--- src/rtl/lmac_pkg.sv ---
package lmac_pkg;

  typedef enum logic [3:0] {
    OP_MUL     = 4'd0,
    OP_MULADD  = 4'd1,
    OP_UMUL    = 4'd2,
    OP_UMAC    = 4'd3,
    OP_SMUL    = 4'd4,
    OP_SMAC    = 4'd5,
    OP_UDADD   = 4'd6,
    OP_HMUL    = 4'd8,
    OP_HMAC    = 4'd9,
    OP_HMSB    = 4'd10,
    OP_HMUL_R  = 4'd12,
    OP_HMAC_R  = 4'd13,
    OP_HMSB_R  = 4'd14
  } opSel_e;

  typedef enum logic [2:0] {
    ACC_NONE,
    ACC_WORD,
    ACC_PAIR,
    ACC_DUAL,
    ACC_TOP
  } accMode_e;

  typedef struct packed {
    logic     issue;
    logic     signedOp;
    accMode_e accMode;
    logic     negate;
    logic     highWord;
    logic     roundEn;
    logic     wideFlags;
    logic     wrLo;
    logic     wrHi;
    logic     flagWr;
  } lmacCtrl_t;

endpackage

--- src/rtl/lmac_ctrl.sv ---
module lmac_ctrl
  import lmac_pkg::*;
(
  input  logic       inValid,
  input  logic       condPass,
  input  logic [3:0] opSel,
  input  logic       setFlags,
  output lmacCtrl_t  ctrl
);

  logic legal;
  logic flagable;

  always_comb begin
    ctrl          = '0;
    ctrl.accMode  = ACC_NONE;
    legal         = 1'b1;
    flagable      = 1'b0;
    case (opSel)
      OP_MUL:    begin ctrl.wrLo = 1'b1; flagable = 1'b1; end
      OP_MULADD: begin ctrl.wrLo = 1'b1; flagable = 1'b1; ctrl.accMode = ACC_WORD; end
      OP_UMUL:   begin ctrl.wrLo = 1'b1; ctrl.wrHi = 1'b1; flagable = 1'b1; ctrl.wideFlags = 1'b1; end
      OP_UMAC:   begin ctrl.wrLo = 1'b1; ctrl.wrHi = 1'b1; flagable = 1'b1; ctrl.wideFlags = 1'b1;
                       ctrl.accMode = ACC_PAIR; end
      OP_SMUL:   begin ctrl.wrLo = 1'b1; ctrl.wrHi = 1'b1; flagable = 1'b1; ctrl.wideFlags = 1'b1;
                       ctrl.signedOp = 1'b1; end
      OP_SMAC:   begin ctrl.wrLo = 1'b1; ctrl.wrHi = 1'b1; flagable = 1'b1; ctrl.wideFlags = 1'b1;
                       ctrl.signedOp = 1'b1; ctrl.accMode = ACC_PAIR; end
      OP_UDADD:  begin ctrl.wrLo = 1'b1; ctrl.wrHi = 1'b1; ctrl.accMode = ACC_DUAL; end
      OP_HMUL, OP_HMUL_R,
      OP_HMAC, OP_HMAC_R,
      OP_HMSB, OP_HMSB_R: begin
        ctrl.wrLo     = 1'b1;
        ctrl.signedOp = 1'b1;
        ctrl.highWord = 1'b1;
        ctrl.roundEn  = opSel[2];
        ctrl.negate   = (opSel[1:0] == 2'd2);
        ctrl.accMode  = (opSel[1:0] == 2'd0) ? ACC_NONE : ACC_TOP;
      end
      default:   legal = 1'b0;
    endcase
    ctrl.issue  = inValid & condPass & legal;
    ctrl.wrLo   = ctrl.wrLo & ctrl.issue;
    ctrl.wrHi   = ctrl.wrHi & ctrl.issue;
    ctrl.flagWr = flagable & setFlags & ctrl.issue;
  end

endmodule

--- src/rtl/lmac_datapath.sv ---
module lmac_datapath
  import lmac_pkg::*;
#(
  parameter int W = 32
) (
  input  logic         clk,
  input  logic         rstN,
  input  lmacCtrl_t    ctrl,
  input  logic [W-1:0] srcA,
  input  logic [W-1:0] srcB,
  input  logic [W-1:0] accLo,
  input  logic [W-1:0] accHi,
  input  logic         nIn,
  input  logic         zIn,
  input  logic         cIn,
  input  logic         vIn,
  output logic         outValid,
  output logic [W-1:0] resLo,
  output logic [W-1:0] resHi,
  output logic         wrLo,
  output logic         wrHi,
  output logic         flagWr,
  output logic         nOut,
  output logic         zOut,
  output logic         cOut,
  output logic         vOut
);

  localparam int DW = 2 * W;

  logic [DW-1:0] aExt, bExt, prod, accVal, sum;
  logic [W-1:0]  hiWord, loNext, hiNext;
  logic          nNext, zNext;

  always_comb begin
    aExt = {{W{ctrl.signedOp & srcA[W-1]}}, srcA};
    bExt = {{W{ctrl.signedOp & srcB[W-1]}}, srcB};
    prod = aExt * bExt;
    case (ctrl.accMode)
      ACC_WORD: accVal = {{W{1'b0}}, accLo};
      ACC_PAIR: accVal = {accHi, accLo};
      ACC_DUAL: accVal = {{W{1'b0}}, accHi} + {{W{1'b0}}, accLo};
      ACC_TOP:  accVal = {accLo, {W{1'b0}}};
      default:  accVal = '0;
    endcase
    sum    = ctrl.negate ? (accVal - prod) : (accVal + prod);
    hiWord = sum[DW-1:W] + {{(W-1){1'b0}}, ctrl.roundEn & sum[W-1]};
    loNext = ctrl.highWord ? hiWord : sum[W-1:0];
    hiNext = ctrl.wrHi ? sum[DW-1:W] : '0;
    nNext  = ctrl.wideFlags ? sum[DW-1] : sum[W-1];
    zNext  = ctrl.wideFlags ? (sum == '0) : (sum[W-1:0] == '0);
  end

  always_ff @(posedge clk) begin
    if (!rstN) begin
      outValid <= 1'b0;
      wrLo     <= 1'b0;
      wrHi     <= 1'b0;
      flagWr   <= 1'b0;
      resLo    <= '0;
      resHi    <= '0;
      nOut     <= 1'b0;
      zOut     <= 1'b0;
      cOut     <= 1'b0;
      vOut     <= 1'b0;
    end else begin
      outValid <= ctrl.issue;
      wrLo     <= ctrl.wrLo;
      wrHi     <= ctrl.wrHi;
      flagWr   <= ctrl.flagWr;
      if (ctrl.issue) begin
        resLo <= loNext;
        resHi <= hiNext;
        nOut  <= ctrl.flagWr ? nNext : nIn;
        zOut  <= ctrl.flagWr ? zNext : zIn;
        cOut  <= cIn;
        vOut  <= vIn;
      end
    end
  end

endmodule

--- src/rtl/lmac_unit.sv ---
module lmac_unit
  import lmac_pkg::*;
#(
  parameter int W = 32
) (
  input  logic         clk,
  input  logic         rstN,
  input  logic         inValid,
  input  logic         condPass,
  input  logic [3:0]   opSel,
  input  logic         setFlags,
  input  logic [W-1:0] srcA,
  input  logic [W-1:0] srcB,
  input  logic [W-1:0] accLo,
  input  logic [W-1:0] accHi,
  input  logic         nIn,
  input  logic         zIn,
  input  logic         cIn,
  input  logic         vIn,
  output logic         outValid,
  output logic [W-1:0] resLo,
  output logic [W-1:0] resHi,
  output logic         wrLo,
  output logic         wrHi,
  output logic         flagWr,
  output logic         nOut,
  output logic         zOut,
  output logic         cOut,
  output logic         vOut
);

  lmacCtrl_t ctrl;

  lmac_ctrl i_ctrl (
    .inValid (inValid),
    .condPass(condPass),
    .opSel   (opSel),
    .setFlags(setFlags),
    .ctrl    (ctrl)
  );

  lmac_datapath #(.W(W)) i_dp (
    .clk     (clk),
    .rstN    (rstN),
    .ctrl    (ctrl),
    .srcA    (srcA),
    .srcB    (srcB),
    .accLo   (accLo),
    .accHi   (accHi),
    .nIn     (nIn),
    .zIn     (zIn),
    .cIn     (cIn),
    .vIn     (vIn),
    .outValid(outValid),
    .resLo   (resLo),
    .resHi   (resHi),
    .wrLo    (wrLo),
    .wrHi    (wrHi),
    .flagWr  (flagWr),
    .nOut    (nOut),
    .zOut    (zOut),
    .cOut    (cOut),
    .vOut    (vOut)
  );

endmodule

--- config.mk ---
export PLATFORM = sky130hd
export DESIGN_NAME = lmac_unit
export DESIGN_NICKNAME = d
export VERILOG_FILES = /design/src/rtl/lmac_pkg.sv /design/src/rtl/lmac_ctrl.sv /design/src/rtl/lmac_datapath.sv /design/src/rtl/lmac_unit.sv
export SDC_FILE = /design/constraint.sdc
export NUM_CORES = 2
export LEC_CHECK = 0
export BUFFER_PORTS_ARGS = -buffer_cell sky130_fd_sc_hd__buf_2
export CAP_MARGIN = 40
export CELL_PAD_IN_SITES_DETAIL_PLACEMENT = 0
export CELL_PAD_IN_SITES_GLOBAL_PLACEMENT = 1
export CORE_MARGIN = 10
export CORE_UTILIZATION = 40
export DETAILED_ROUTE_END_ITERATION = 10
export PLACE_DENSITY_LB_ADDON = 0.05
export SLEW_MARGIN = 20
export SYNTH_ARGS = -nofsm -noshare
export SYNTH_HDL_FRONTEND = slang
export SYNTH_SLANG_ARGS = --single-unit
--- constraint.sdc ---
create_clock -name clk -period 18.4 [get_ports clk]
set_clock_uncertainty 0.2 [all_clocks]
set_input_delay 2.76 -clock clk [delete_from_list [all_inputs] [get_ports clk]]
set_output_delay 2.76 -clock clk [all_outputs]
set_load 0.01 [all_outputs]
Word level (Yosys, flattened, before mapping). Cells that the tools add are included.

Add/sub/neg operators: 4. Bitwise gates (word level): 9. Shift operators: 0. Multiplexer cells: 16. Reduce and logical (&&, ||, !) cells: 11. Equal/unequal tests: 17. Order comparisons: 0. Divide/modulo/power cells: 0. Multiply operators: 1.

Operator list (number): $pmux W64 S4 (1); $add A64 B64 Y64 (1); $logic_not A64 Y1 (1); $mul A33 B33 Y64 (1); $mux W32 (2); $mux W64 (1); $sub A64 B64 Y64 (1); $add A32 B32 Y33 (1); $add A32 B1 Y32 (1); $logic_not A32 Y1 (1); $eq A4 B4 Y1 const B (6); $reduce_or A13 Y1 (1); $eq A4 B3 Y1 const B (3); $pmux W3 S4 (1); $reduce_or A6 Y1 (2); $and A1 B1 Y1 (9); $mux W1 (9); $eq A4 B2 Y1 const B (2); $reduce_or A8 Y1 (1); $eq A3 B2 Y1 const B (2); $mux W3 (2); $reduce_or A5 Y1 (1); $eq A4 B1 Y1 const B (1); $logic_not A4 Y1 (1); 6 further kinds (6).

Flip-flop bits (word level): 72. Output and inout bits: 72. Memories kept: 0. Input bits: 141. Memory bits (read-only): 0. Latch bits: 0. Word-level logic and storage cells: 68. RAM bits: 0.

Logic depth before layout (Yosys ltp).
Depth in word-level cells: 10. Gate-level depth with buffers: 51. Mapped depth without buffers: 47.

Modules after synthesis. From an unflattened synthesis, not the netlist that was laid out.

Cells, all modules: 6026. Area, all modules: 50614.8 um^2.

Modules (own cells, without submodules): lmac_datapath (instances 1, cells each 5999, area an instance 50423.4 um^2, seq. area each 1441.4 um^2); lmac_ctrl (instances 1, cells each 27, area an instance 191.4 um^2, seq. area each 0.0 um^2).

Worst setup path before layout. Ideal clock, no wire load.

Kind: input to register. Start point: input opSel[0]. End point: register i_dp.zOut. Arrival: 13986 ps. Setup time: 61 ps. Path slack: 4154 ps. Required time: 18139 ps. Stages on the path: 46. Cell sequence: clkbuf_1 > nor2b_1 > o21bai_1 > and2_1 > clkbuf_1 > nand2_1 > inv_1 > fa_1 > fa_1 > fa_1 > inv_1 > fa_1 > fa_1 > fa_1 > fa_1 > fa_1 > inv_1 > ha_1 > [10 not listed] > and2_1 > nor2b_1 > nor2b_1 > o21ai_1 > xnor2_1 > ha_1 > clkbuf_1 > a2111oi_0 > o21ai_0 > a22oi_1 > o21ai_0 > a211oi_1 > o21bai_1 > a21oi_1 > xnor3_2 > or3_1 > a2111oi_2 > o221a_1.

Cells in the longest elaborated chain, start to end: 10. Elaborated cells on any way between the ends: 46. Classes of those cells: 2 x add/sub; 1 x mul; 17 x eq/ne; 11 x mux; 5 x bitwise; 10 x reduce/logical.

RTL lines: from (decl) (line lmac_unit.sv:10) `input logic [3:0] opSel,`; $eq A4 B3 Y1, or another cell as far along (line lmac_ctrl.sv:19) `case (opSel)`; $reduce_or A8 Y1 (no source line), or another cell as far along; $mux W1 / $pmux W3 S4 (equally long branches) (line lmac_ctrl.sv:19); $and A1 B1 Y1, or another cell as far along (line lmac_datapath.sv:36) `aExt = {{W{ctrl.signedOp & srcA[W-1]}}, srcA};`; $mul A33 B33 Y64 / $pmux W64 S4 (equally long branches) (line lmac_datapath.sv:38, lmac_datapath.sv:39); $add A64 B64 Y64 / $sub A64 B64 Y64 (equally long branches) (line lmac_datapath.sv:46) `sum = ctrl.negate ? (accVal - prod) : (accVal + prod);`; $mux W64 (line lmac_datapath.sv:46); $logic_not A64 Y1 / $logic_not A32 Y1 (equally long branches) (line lmac_datapath.sv:51) `zNext = ctrl.wideFlags ? (sum == '0) : (sum[W-1:0] == '0);`; $mux W1 (line lmac_datapath.sv:51); $mux W1 (line lmac_datapath.sv:75) `zOut <= ctrl.flagWr ? zNext : zIn;`; to (signal assigned) (line lmac_datapath.sv:75); to (decl) (line lmac_datapath.sv:24) `output logic zOut,`.

Several ways; a longest one is shown, not always the timed one. A chain may end at the register's enable or synchronous reset.

Worst setup path after layout.
Start point: input opSel[3]. End point: register i_dp.resLo[27].

Cells in the longest elaborated chain, start to end: 10. Elaborated cells on any way between the ends: 36. Classes of those cells: 3 x add/sub; 1 x mul; 16 x eq/ne; 7 x mux; 4 x bitwise; 5 x reduce/logical.

RTL lines: parallel branches: the longest is 10 deep, another holds $mul A33 B33 Y64; to (signal assigned) (line lmac_datapath.sv:72) `resLo <= loNext;`; to (decl) (line lmac_datapath.sv:18) `output logic [W-1:0] resLo,`.

Parallel ways; which one is timed is not known.

==> summary.md <==
| Metric | Value |
|---|---|
| Run status | `complete, no violations` |
| Root buffer selected by CTS | `sky130_fd_sc_hd__clkbuf_16` |
| Most common cell in the synthesized netlist | `sky130_fd_sc_hd__fa_1` |
| Post-DR vias/cell | `about 5.4` |
| Die Height | `around 370 um` |
| Initial DRT Pass Iterations | `7` |
| Number of buffer and inverter instances along the worst setup path | `5` |
| Post-route DRC | `0` |
| Type of origin of the critical path | `input pin` |
| Fraction of synthesized cell area taken by the top area cell type | `between 40% and 50%` |
| Clock tree from TritonCTS | `yes` |
| Die Footprint | `about 0.14 sq mm` |
| Global placer's final weighted congestion | `~0.9` |
| Post-route ant nets | `0` |
| Critical path start-end classification | `in2reg` |
| Max-cap viol count | `0` |
| Async S/R FF share, synth | `0%` |
| Number of instances in the synthesized netlist | `just under 6000` |
| Final setup viols | `0` |
| Critical path endpoint category | `register` |
| Post-cts gate resize count | `0` |
| Worst skew pair latency | `0.34 ns` |
| Startpoint of the most critical hold path | `i_dp.vOut` |
| Area added between synthesis and finish | `6.22%` |
| Commonest cells post-synth | `sky130_fd_sc_hd__fa_1 (1127), sky130_fd_sc_hd__inv_1 (1102), sky130_fd_sc_hd__nand2_1 (965), sky130_fd_sc_hd__and2_1 (329), sky130_fd_sc_hd__ha_1 (310)` |
| Initial standard-cell utilization of the core | `about two fifths` |
| Top cell type by total area after synthesis | `sky130_fd_sc_hd__fa_1` |
| Dpl hpwl | `around 150000 um` |
| Depth of the worst register-to-register path | `2` |
| Worst path slowest cell | `sky130_fd_sc_hd__xnor2_1` |
| Kind of path behind the tightest hold check | `reg2reg` |
| Required time at the endpoint of the critical path | `between 15 and 20 ns` |
| Total global-route track usage | `approximately 25%` |
| Reg-to-reg slack, setup | `17.28 ns` |
| Most frequent CP cell | `sky130_fd_sc_hd__fa_1` |
| Syn nets | `between 7000 and 8000` |
| Antenna violations before repair | `6` |
| Average cell area after synthesis | `about 8.5 sq um` |
| Post-cts hold buffer count | `0` |
| Buffers added on ports | `around 210` |
| Largest stage delay on the critical path | `about 0.73 ns` |
| Maximum fanout along the worst path | `18` |
| Clock buffers created by TritonCTS | `9` |
| Worst-path clk slew | `around 0.060 ns` |
| Number of global-route vias before repair | `~44000` |
| Buffers from clock root to sink, at most | `2` |
| Setup TNS Final | `0 ns` |
| Post-synthesis instance area | `between 0.04 and 0.05 sq mm` |
| Max H-tree Level | `3` |
| Achievable Freq | `a little under 60 MHz` |
| Count of routing violations after the opening detailed-route iteration | `~2800` |
| Min Tclk post-route | `17.13 ns` |
| Routed wirelength normalized by instance count | `22.9 um` |
| Routed Wire Length | `roughly 170000 um` |
| Largest net degree at the start of global routing | `53` |
| Critical Path Start | `opSel[3]` |
| Worst path top cell family by delay | `adder cells` |
| Die Wd | `roughly 370 um` |
| EDFF count, synth | `0` |
| Launch instance of the worst register-to-register path | `i_dp.resLo[31]` |
| Clock tree sinks | `71` |
| Standard cell core area | `0.124 sq mm` |
| Final-report max-slew violation count | `0` |
| Net count, final | `approximately 7500` |
| Total via count after detailed routing | `just over 40000` |
| Hold Fails Final Rpt | `0` |
| Number of warnings reported in the yosys synthesis log | `0` |
| Top cells by area in the synthesized netlist | `sky130_fd_sc_hd__fa_1 (45%), sky130_fd_sc_hd__inv_1 (8.3%), sky130_fd_sc_hd__ha_1 (7.8%), sky130_fd_sc_hd__nand2_1 (7.3%), sky130_fd_sc_hd__and2_1 (4.1%)` |
| Proportion of layout cells with a drive suffix above 1 | `6.71%` |
| Max transition margin | `~39%` |
| Stages on worst setup path | `44` |
| CP Capture Point | `i_dp.resLo[27]` |
| Slew @ Worst Pin | `slightly above 0.9 ns` |
| Destination of the worst register-to-register timing path | `i_dp.resLo[31]` |
| Top FF cell, synth | `sky130_fd_sc_hd__dfxtp_1` |
| Post-CTS setup-driven buffer insertion count | `0` |
| Overflow after GRT | `0` |
| Crit path DAT | `between 15 and 20 ns` |
| Synth cell types | `roughly 100` |
| Synthesized flop and latch total | `approximately 70` |
| Final period util | `~93%` |
| Unrepaired setup endpoints after global routing | `no` |
| Row cnt | `between 100 and 150` |
| Sequential share of the synthesized area | `under 10%` |
| I/O pins | `between 200 and 250` |
| Global-route wire length before repair | `roughly 270000 um` |
-- cell usage in the layout (no fill, tap or decap), drive strengths merged, types with 13 or more instances in the layout --
cell	count
nand2	965
a31oi	22
o21ai	169
dfxtp	71
nor2	221
buf	297
nor3	60
inv	1102
and3	44
a22oi	48
a21boi	14
ha	310
or3	23
a22o	27
nand3	51
o31ai	15
nand2b	19
a211oi	44
o21bai	29
o211a	15
nor4	21
nor2b	28
nand4	47
or2	32
and2	331
a21o	70
o21a	27
o211ai	27
fa	1127
a21oi	208
xnor2	144
o31a	13
xor2	83
-- stage by stage --
step | hold WS (ns) | setup slack [ns] | instances | area (sq um) | util [%]
floorplan | 0.267 | 4.15 | 5888 | 49800 | -
global placement | 0.242 | 1.08 | 7480 | 52200 | 42.2
detailed placement | 0.249 | 1.11 | 7487 | 52300 | 42.3
CTS | 0.259 | 1.42 | 7502 | 52600 | 42.5
global route | 0.288 | 0.435 | 7522 | 52900 | 42.8
finish | 0.259 | 1.27 | 7523 | 52900 | 42.8
-- kinds of logic after synthesis --
kind of cell               count (synthesis)  synth area share [%]
buffers and inverters                   1419                  10.7
adders and majority gates               1437                  53.1
muxes                                     10                 0.201
xor gates and xnor gates                 228                  4.04
and+or+nand+nor                         1899                  18.0
DFF                                       71                  2.85
AOI/OAI and AO/OA                        824                  11.1
-- worst min-delay path by stage --
stage / endpoint / slack (ns) / cells past startpoint
after floorplan: i_dp.resLo[23] / 0.27 / 2
after global placement: i_dp.vOut / 0.24 / 2
after detailed placement: i_dp.vOut / 0.25 / 2
after CTS: i_dp.vOut / 0.26 / 2
after global routing: i_dp.resLo[19] / 0.29 / 2
final: i_dp.vOut / 0.26 / 2
-- worst register-to-register path, stage by stage (launching register included) --
cell and delay (ns):
sky130_fd_sc_hd__dfxtp_1 0.39, sky130_fd_sc_hd__o221ai_1 0.22, sky130_fd_sc_hd__nor3_1 0.23
-- layer usage --
layer | share of wire [%] | global-route usage, % | wire [um] | vias to the layer above
met1 | 45 | 34.2 | 77200 | 21200
met5 | 0.0041 | 0 | 7 | -
met2 | 49 | 43.5 | 85000 | 1022
li1 | - | - | - | 18254
met3 | 4.4 | 2.15 | 7570 | 159
met4 | 1.7 | 3.64 | 2890 | 2
-- state kept, by name (all words and copies together), names as in the netlist --
name         count
i_dp.flagWr      1
i_dp.zOut        1
i_dp.nOut        1
i_dp.resLo      32
i_dp.resHi      32
i_dp.wrLo        1
i_dp.wrHi        1
i_dp.cOut        1
i_dp.vOut        1
-- layout make-up --
type                       instances  area [sq um]
antenna                            3          7.51
clock buffer                      11           243
clock inverter                     4          22.5
fill                           12688         70900
inverter                        1102          4140
multi-input combinational       4398         43100
sequential                        71          1420
tap                             1637          2050
timing repair buffer             297          1960
Power is left out: the tool's default activity adds up to more than one toggle a clock period on the data nets, which glitch-free logic cannot reach.
